$ cat config.mk
export PLATFORM = sky130hd
export DESIGN_NAME = vq_regfile
export DESIGN_NICKNAME = d
export VERILOG_FILES = /design/src/rtl/vq_regfile.sv
export SDC_FILE = /design/constraint.sdc
export NUM_CORES = 1
export LEC_CHECK = 0
export CAP_MARGIN = 20
export CORE_ASPECT_RATIO = 0.75
export CORE_MARGIN = 2
export CORE_UTILIZATION = 63
export CTS_CLUSTER_DIAMETER = 150
export CTS_CLUSTER_SIZE = 28
export DETAILED_ROUTE_END_ITERATION = 12
export DONT_BUFFER_PORTS = 1
export GPL_TIMING_DRIVEN = 0
export PLACE_DENSITY = 0.79
export REMOVE_ABC_BUFFERS = 1
export SLEW_MARGIN = 10
export SYNTH_ARGS = -nofsm -noshare
export SYNTH_HDL_FRONTEND = slang
export SYNTH_SLANG_ARGS = --single-unit
$ cat constraint.sdc
create_clock -name clk -period 1.25 [get_ports clk]
set_input_delay 0 -clock clk [delete_from_list [all_inputs] [get_ports clk]]
set_output_delay 0 -clock clk [all_outputs]
set_load 0.005 [all_outputs]
$ cat src/rtl/vq_regfile.sv
module vq_regfile #(
  parameter int ENTRIES = 8,
  parameter int WIDTH   = 8,
  localparam int AW     = $clog2(ENTRIES)
) (
  input  logic             clk,
  input  logic             rst_n,
  input  logic [AW-1:0]    rd_sel_a,
  output logic [WIDTH-1:0] rd_val_a,
  input  logic [AW-1:0]    rd_sel_b,
  output logic [WIDTH-1:0] rd_val_b,
  input  logic             wr_req,
  input  logic [AW-1:0]    wr_sel,
  input  logic [WIDTH-1:0] wr_word,
  input  logic             wch_valid,
  input  logic             sink_stop,
  output logic             wch_stop
);

  logic             commit;
  logic [WIDTH-1:0] cells [ENTRIES];

  assign commit   = wr_req & wch_valid & ~sink_stop;
  assign wch_stop = sink_stop;

  for (genvar i = 0; i < ENTRIES; i++) begin : g_cell
    if (i == 0) begin : g_zero
      assign cells[i] = '0;
    end else begin : g_reg
      logic [WIDTH-1:0] q;
      always_ff @(posedge clk or negedge rst_n) begin
        if (!rst_n)
          q <= '0;
        else if (commit && wr_sel == AW'(i))
          q <= wr_word;
      end
      assign cells[i] = q;
    end
  end

  assign rd_val_a = cells[rd_sel_a];
  assign rd_val_b = cells[rd_sel_b];

endmodule

# Word-level counts from Yosys, hierarchy flattened

Index checks and enable logic that the tools add are counted.

Register bits after elaboration: 56

Order comparisons: 2
Equal/unequal tests: 7
Mux-type cells: 6
Bitwise operators: 5
Reductions and logical operators: 7

Operators by type and width:

| kind                                                            | number |
|---|---|
| 8-bit binary-select mux with 3-bit select                       | 2 |
| 8-bit 2-to-1 mux                                                | 4 |
| 3-bit == test, second input constant                            | 4 |
| 4-bit greater-or-equal comparator, second input constant        | 2 |
| 3-bit NOT with 4-bit output                                     | 2 |
| 1-bit logical AND                                               | 7 |
| 3-bit by 2-bit == test with 1-bit output, second input constant | 2 |
| 3-bit by 1-bit == test with 1-bit output, second input constant | 1 |
| 1-bit bitwise AND                                               | 2 |
| 1-bit NOT                                                       | 1 |

# Depth between registers and ports, before layout

Gate-level depths: netlist of the first run.

Depth after elaboration: 4
Depth in mapped cells: 5
Gate-level depth less buffers: 3

# Worst setup path after synthesis of the first run

No wires, ideal clock.

Path kind: input-to-reg
Start point: input port sink_stop
End point: register g_cell[4].g_reg.q[0]
Library setup time: 125 ps
Arrival: 978 ps
Slack: 147 ps
Stages: 4
Buffers on the path: 1
Cells stage by stage: nand4b_4 or3_1 buf_6 mux2_4

Cells in the longest elaborated chain, start to end: 3

Ends and longest elaborated chain:

| item                 | RTL line | text |
|---|---|---|
| from (decl)          | 16       | `input logic sink_stop,` |
| 1-bit NOT            | 23       | `assign commit = wr_req & wch_valid & ~sink_stop;` |
| 1-bit bitwise AND    | 23       |  |
| 1-bit logical AND    | 34       | `else if (commit && wr_sel == AW'(i))` |
| to (signal assigned) | 35       | `q <= wr_word;` |
| to (decl)            | 30       | `logic [WIDTH-1:0] q;` |

Every way passes these cells.
A chain may end at the register's enable or synchronous reset.

# Worst setup path after layout of the first run

Start point: register g_cell[3].g_reg.q[3]
End point: output port rd_val_a[3]

Cells in the longest elaborated chain, start to end: 3

Ends and longest elaborated chain:

| item                                                 | RTL line | text |
|---|---|---|
| from (decl)                                          | 30       |  |
| from (signal assigned)                               | 35       |  |
| 8-bit binary-select mux with 3-bit select            | 41       | `assign rd_val_a = cells[rd_sel_a];` |
| 8-bit 2-to-1 mux (not written as such) (2 in series) | 41       |  |
| to (decl)                                            | 9        | `output logic [WIDTH-1:0] rd_val_a,` |

Every way passes these cells. The select of a mux whose other input is x is not followed.

==> metrics.md, run 1 <==
| Metric | Value |
|---|---|
| Share of total power in combinational logic | 0.289 |
| Placed Cells | 275 |
| Avg Cell Area, Syn | 13.3 um^2 |
| Sequential power share | 0.486 |
| Area of the multi-input gates | 0.00196 mm^2 |
| Sw Ratio | 0.278 |
| Max Clock Freq | 691 MHz |
| Layout cells sized above 1 | 0.556 |
| Final ANT Viol Nets | 0 |
| Post-synth ARST share | 1.00 |
| Slew headroom | 0.241 |
| Crit path kind | reg -> out |
| Routability cong. | 0.854 |
| Worst Skew | 0 ns |
| Most flop-heavy register | g_cell.g_reg.q |
| Cell Pwr Density | 1330 mW/mm^2 |
| Biggest regs | g_cell.g_reg.q x56 |
| Status | complete, but fails checks |
| N_diodes | 0 |
| Synth cell count leaders | mux2_2, dfrtp_1, a221oi_1, mux2i_1, nor2b_1 |
| Via Count | 2213 |
| CTS Buffer Depth | 2 |
| Critical Path RT | 1.25 ns |
| Total CTS buffers | 5 |
| Synth warn | 0 |
| Number of global-route vias before repair | 2369 |
| Number of synthesized flops with an enable pin | 0 |
| Main flop type after synthesis | dfrtp_1 |
| Root buffer cell | clkbuf_8 |
| Peak supply drop | 0.836 mV |
| Fill cells | 269 |
| Core area | 0.00484 mm^2 |
| Post-layout util | 0.781 |
| Clock power share | 0.225 |
| P_int | 3.64 mW |
| Initial antenna violation count | 0 |
| Worst Tran Pin Value | 1.14 ns |
| CTS Hold Bufs | 8 |
| Final nets | 275 |
| Initial core utilization | 0.647 |
| Psw | 1.40 mW |
| Synthesized cell area | 0.00314 mm^2 |
| Top-count cell post-synth | mux2_2 |
| Largest net degree at the start of global routing | 57 |
| Worst Path Max Fanout | 3 |
| Number of flip-flops under the largest register name | 56 |
| Final worst setup slack | -0.197 ns |
| Die Wd | 85.5 um |
| Final setup fails | 16 |
| Hold_ws | -0.628 ns |
| PortBufs | 0 |
| DR pass1 iterations | 4 |
| # clock sinks | 56 |
| Power Total | 5.04 mW |
| Clk_lat worst skew | 0.30 ns |
| Row count | 22 |
| Netlist cell types | 22 |
| Synth top area share | 0.447 |
| Vias/cell | 7.09 |
| Tcrit/Tclk final | 1.16 |
| Failing checks | hold timing, setup timing |
| Tmin final | 1.45 ns |
| Die Ht | 65.1 um |
| CTS tree | done |
| Die area | 0.00556 mm^2 |
| GRT Util Overall | 0.306 |
| Max-cap viol count | 0 |
| Startpoint types | flop |
| DRT Wirelength | 8450 um |
| Crit path DAT | 1.45 ns |
| Non-filler cells, final | 312 |
| Slew Limit Fails | 0 |
| Pleak | 1.68 nW |
| WL/cell | 27.1 um |
| Synthesis-stage register bit count | 56 |
| Detail Placement HPWL | 4790 um |
| GR Overflow Total | 0 |
| Area Growth Syn to Fin | 20.7% |
| Global-route wire length before repair | 12600 um |
| HP Class | in -> async |
| Clock-pin slew on the worst setup and hold paths | 0.09 ns |
| Setup TNS | -1.51 ns |
| Sequential area share after synthesis | 0.447 |
| Number of H-tree levels | 2 |
| Synth area leaders | dfrtp_1, mux2_2, mux2i_1, a221oi_1, mux2_4 |
| Worst setup EP type | primary output |
| RSZ-0062 raised after global routing | true |
| Final Hold Viols | 56 |
| Synth area leader | dfrtp_1 |
| IO Count | 39 |
| # DRC | 0 |
| Seq. cell area | 0.00140 mm^2 |
| Starting DRT DRC Count | 191 |
| Post-Syn Instances | 235 |
routing by layer:
layer | GRT usage | part of all wire | vias up
li1 | - | - | 949
met1 | 0.403 | 0.41 | 1138
met2 | 0.493 | 0.49 | 99
met3 | 0.0729 | 0.068 | 27
met4 | 0.125 | 0.030 | 0
met5 | 0 | 0 | -
cell usage in the layout, fill, tap and decap left out, types with 6 or more instances in the layout:
master / netlist / routed
a221oi_4: 0 / 9
nor2b_1: 12 / 9
buf_4: 4 / 23
mux2_2: 64 / 52
a221oi_2: 0 / 14
mux2_4: 8 / 20
mux2i_1: 24 / 24
dlygate4sd3_1: 0 / 8
a311oi_2: 0 / 6
dfrtp_1: 56 / 56
a211oi_1: 8 / 8
repair_timing:
item | 4_1_cts | 5_1_grt
endpoints found under the hold margin | 112 | 58
buffers inserted | 18 | 5
resized for setup | 41 | 12
setup endpoints to repair | 24 | 16
pin swaps | 8 | 9
cell families (layout without fill, tap and decap cells):
logic type | Yosys count | in the layout | synth area share
buffers and inverters | 20 | 37 | 0.0359
flip-flops | 56 | 56 | 0.447
multiplexers | 96 | 96 | 0.345
AO/OA/AOI/OAI | 40 | 40 | 0.109
AND/OR/NAND/NOR | 23 | 23 | 0.0638
final cells by class:
class                   count  share of cell area
multi-input cells         159               0.517
clock buffers               5              0.0182
well taps                  60              0.0198
repair buffers             31              0.0668
clock inverters             1             0.00793
flip-flops and latches     56               0.370
metrics by stage:
step	area, um^2	setup slack [ns]
6_report	3780	-0.197
5_1_grt	3780	-0.227
4_1_cts	3660	-0.118
3_5_place_dp	3100	-0.372
3_3_place_gp	3100	-0.341
2_1_floorplan	3020	-0.0111
worst paths after layout:
kind / slack (ns) / startpoint / cells after the start / end
hold reg to reg: 0.55 / g_cell[7].g_reg.q[4]$_DFFE_PN0P_ / 1 / g_cell[7].g_reg.q[4]$_DFFE_PN0P_
hold / removal: -0.63 / rst_n / 0 / g_cell[7].g_reg.q[3]$_DFFE_PN0P_
max in group asynchronous: 1.78 / rst_n / 0 / g_cell[7].g_reg.q[5]$_DFFE_PN0P_
min in group clk: 0 / sink_stop / 0 / wch_stop
setup / recovery: -0.20 / g_cell[3].g_reg.q[3]$_DFFE_PN0P_ / 3 / rd_val_a[3]
setup reg to reg: 0.22 / g_cell[3].g_reg.q[1]$_DFFE_PN0P_ / 3 / g_cell[3].g_reg.q[1]$_DFFE_PN0P_
worst max-delay path: stages, from the launching register on:
cell and delay, ns:
dfrtp_1 0.40, mux2_2 0.28, a221oi_2 0.34, a311oi_2 0.12
power by group through the flow:
stage	Combinational [mW]	Sequential (mW)	Clock (mW)
2_1_floorplan	0.746	2.38	0
3_3_place_gp	0.814	2.42	0
3_5_place_dp	0.867	2.48	0
4_1_cts	1.29	2.42	1.14
5_1_grt	1.55	2.49	1.23
6_report	1.46	2.45	1.13
No activity file was read; power rests on OpenSTA's default activity.
==> run 2: changes to the inputs <==
CELL_PAD_IN_SITES_DETAIL_PLACEMENT = 0   (was unset)
CELL_PAD_IN_SITES_GLOBAL_PLACEMENT = 1   (was unset)
CORE_UTILIZATION = 52   (was 63)
PLACE_DENSITY = 0.87   (was 0.79)
==> run 2 against run 1 <==
The run still ends with hold timing, setup timing left. Combinational power fell by 5%. Sequential cell count stayed put. Global-route usage down 6.4 points. Largest cell class unchanged. Final cell count is 4.2% higher. Critical path depth did not move. Largest power group unchanged. Critical endpoint is now rd_val_a[6]. Non-clock buffer count down 4. Sequential power barely moved.
==> metrics.md, run 2 (same netlist as run 1, synthesis figures left out) <==
| Metric | Value |
|---|---|
| CTS tree | done |
| Status | complete, but fails checks |
| DRT Wirelength | 8090 um (-4.3%) |
| Fill cells | 447 (+66%) |
| Row count | 24 (+9.1%) |
| Worst Skew | 0 ns (unchanged) |
| Detail Placement HPWL | 4520 um (-5.7%) |
| # DRC | 0 (unchanged) |
| Max Clock Freq | 724 MHz (+4.8%) |
| Worst Tran Pin Value | 0.875 ns (-0.262 ns) |
| Clock-pin slew on the worst setup and hold paths | 0.09 ns (about the same) |
| Power Total | 4.72 mW (-6.3%) |
| Final setup fails | 16 (unchanged) |
| Starting DRT DRC Count | 112 (-41%) |
| Number of flip-flops under the largest register name | 56 (unchanged) |
| Critical Path RT | 1.25 ns (about the same) |
| Critical path, cell by cell | mux2_4 > a221oi_4 > a311oi_2 |
| Crit path DAT | 1.38 ns (-0.07 ns) |
| Final nets | 271 (-1.5%) |
| Vias/cell | 6.48 (-8.6%) |
| Final Hold Viols | 56 (unchanged) |
| Cell Pwr Density | 1260 mW/mm^2 (-5.4%) |
| Critical Path Slowest Stage Cell | dfrtp_1 |
| Hold_ws | -0.619 ns (+0.00835 ns) |
| Non-filler cells, final | 325 (+4.2%) |
| Largest net degree at the start of global routing | 57 (unchanged) |
| N_diodes | 0 (unchanged) |
| CTS Buffer Depth | 2 (unchanged) |
| Most flop-heavy register | g_cell.g_reg.q |
| Crit path kind | reg -> out |
| IO Count | 39 (unchanged) |
| Layout cells sized above 1 | 0.555 (-0.000900) |
| Area Growth Syn to Fin | 19.6% |
| Core area | 0.00583 mm^2 (+20%) |
| Die Ht | 71.3 um (+9.5%) |
| Slew Limit Fails | 0 (unchanged) |
| # clock sinks | 56 (unchanged) |
| WL/cell | 24.9 um (-8.1%) |
| DR WL met3 | 551 um (-4.3%) |
| Most frequent cells in the layout | dfrtp_1, mux2_2, mux2i_1 |
| Startpoint types | flop |
| GR Overflow Total | 0 (unchanged) |
| Placed Cells | 293 (+6.5%) |
| Tcrit/Tclk final | 1.10 (-0.0525) |
| Reg2reg path depth | 3 (unchanged) |
| Most common cell after layout, fill and taps aside | dfrtp_1 |
| Die area | 0.00667 mm^2 (+20%) |
| Metal-1 WL | 3680 um (+5.0%) |
| Slew headroom | 0.414 (+0.173) |
| Peak supply drop | 0.661 mV (-21%) |
| Worst setup EP type | primary output |
| CTS Hold Bufs | 8 (unchanged) |
| Via Count | 2106 (-4.8%) |
| Worst Path Max Fanout | 3 (unchanged) |
| Final worst setup slack | -0.131 ns (+0.0656 ns) |
| Met2 Wirelength | 3840 um (-6.8%) |
| CP top delay family | flip-flops |
| Highest metal used | met4 |
| Die Wd | 93.7 um (+9.6%) |
| Root buffer cell | clkbuf_8 |
| Final ANT Viol Nets | 0 (unchanged) |
| PortBufs | 0 (unchanged) |
| GRT Util Overall | 0.242 (-0.0639) |
| RSZ-0062 raised after global routing | true |
| Global-route wire length before repair | 12100 um (-3.9%) |
| Critical path buffer and inverter count | 0 (unchanged) |
| Clk_lat worst skew | 0.30 ns (about the same) |
| Number of global-route vias before repair | 2091 (-12%) |
| Initial core utilization | 0.538 (-0.109) |
| Pleak | 1.65 nW (-1.9%) |
| Routability cong. | 0.768 (-10%) |
| WP depth | 3 (unchanged) |
| Number of H-tree levels | 2 (unchanged) |
| Total CTS buffers | 5 (unchanged) |
| Max-cap viol count | 0 (unchanged) |
| Initial antenna violation count | 0 (unchanged) |
| DR pass1 iterations | 4 (unchanged) |
| Biggest regs | g_cell.g_reg.q x56 |
| HP Class | in -> async |
| Max stage delay on crit path | 0.41 ns (about the same) |
| Failing checks | hold timing, setup timing |
| Tmin final | 1.38 ns (-0.0656 ns) |
[run 2: cell types whose count changed in the layout (fill, tap and decap cells not counted)]
cell | before | now
a311oi_2 | 6 | 8
bufinv_16 | 1 | 0
a311oi_1 | 2 | 0
a221oi_2 | 14 | 15
a221oi_4 | 9 | 8
buf_4 | 23 | 19
[run 2: final cells by class]
cell class | count | area (um^2) | share of cell area
multi-input combinational | 159 | 1960 | 0.522
sequential | 56 | 1400 | 0.374
timing repair buffer | 27 | 223 | 0.0594
tap | 78 | 97.6 | 0.0260
clock buffer | 5 | 68.8 | 0.0184
[run 2: power by group]
part / leakage, nW / internal, mW / total, mW / switching (mW)
clock: 0.0359 / 0.364 / 0.910 / 0.546
combinational: 0.895 / 0.860 / 1.38 / 0.524
sequential: 0.716 / 2.16 / 2.43 / 0.262
[run 2: metal layers]
metal / vias up / GRT usage
met5: - / 0
met4: 0 / 0.0451
met3: 2 / 0.0536
met2: 65 / 0.376
met1: 1096 / 0.357
li1: 943 / -
[run 2: final timing paths]
kind / startpoint / end / slack [ns]
max in group asynchronous: rst_n / g_cell[2].g_reg.q[4]$_DFFE_PN0P_ / 1.77
hold / removal: rst_n / g_cell[4].g_reg.q[6]$_DFFE_PN0P_ / -0.62
setup / recovery: g_cell[3].g_reg.q[6]$_DFFE_PN0P_ / rd_val_a[6] / -0.13
setup reg to reg: g_cell[3].g_reg.q[3]$_DFFE_PN0P_ / g_cell[3].g_reg.q[3]$_DFFE_PN0P_ / 0.25
min in group clk: sink_stop / wch_stop / 0
hold reg to reg: g_cell[7].g_reg.q[1]$_DFFE_PN0P_ / g_cell[7].g_reg.q[1]$_DFFE_PN0P_ / 0.54
[run 2: per-stage QoR]
stage	util	TNS [ns]	instance area, um^2	setup slack, ns	hold WS [ns]
after detailed placement	0.536	-5.61	3120	-0.333	-0.294
after global placement	0.536	-4.79	3120	-0.309	-0.294
after floorplan	-	-0.0889	3020	-0.0111	-0.296
final	0.643	-1.21	3750	-0.131	-0.619
after global routing	0.643	-1.91	3750	-0.166	-0.634
after CTS	0.608	-0.982	3540	-0.108	-0.624
[run 2: repair_timing]
item / in CTS / in global routing
gates resized for setup: 32 / 22
pin swaps: 8 / 12
setup buffers: 12 / 6
endpoints found under the setup margin: 16 / 24
endpoints found under the hold margin: 112 / 56
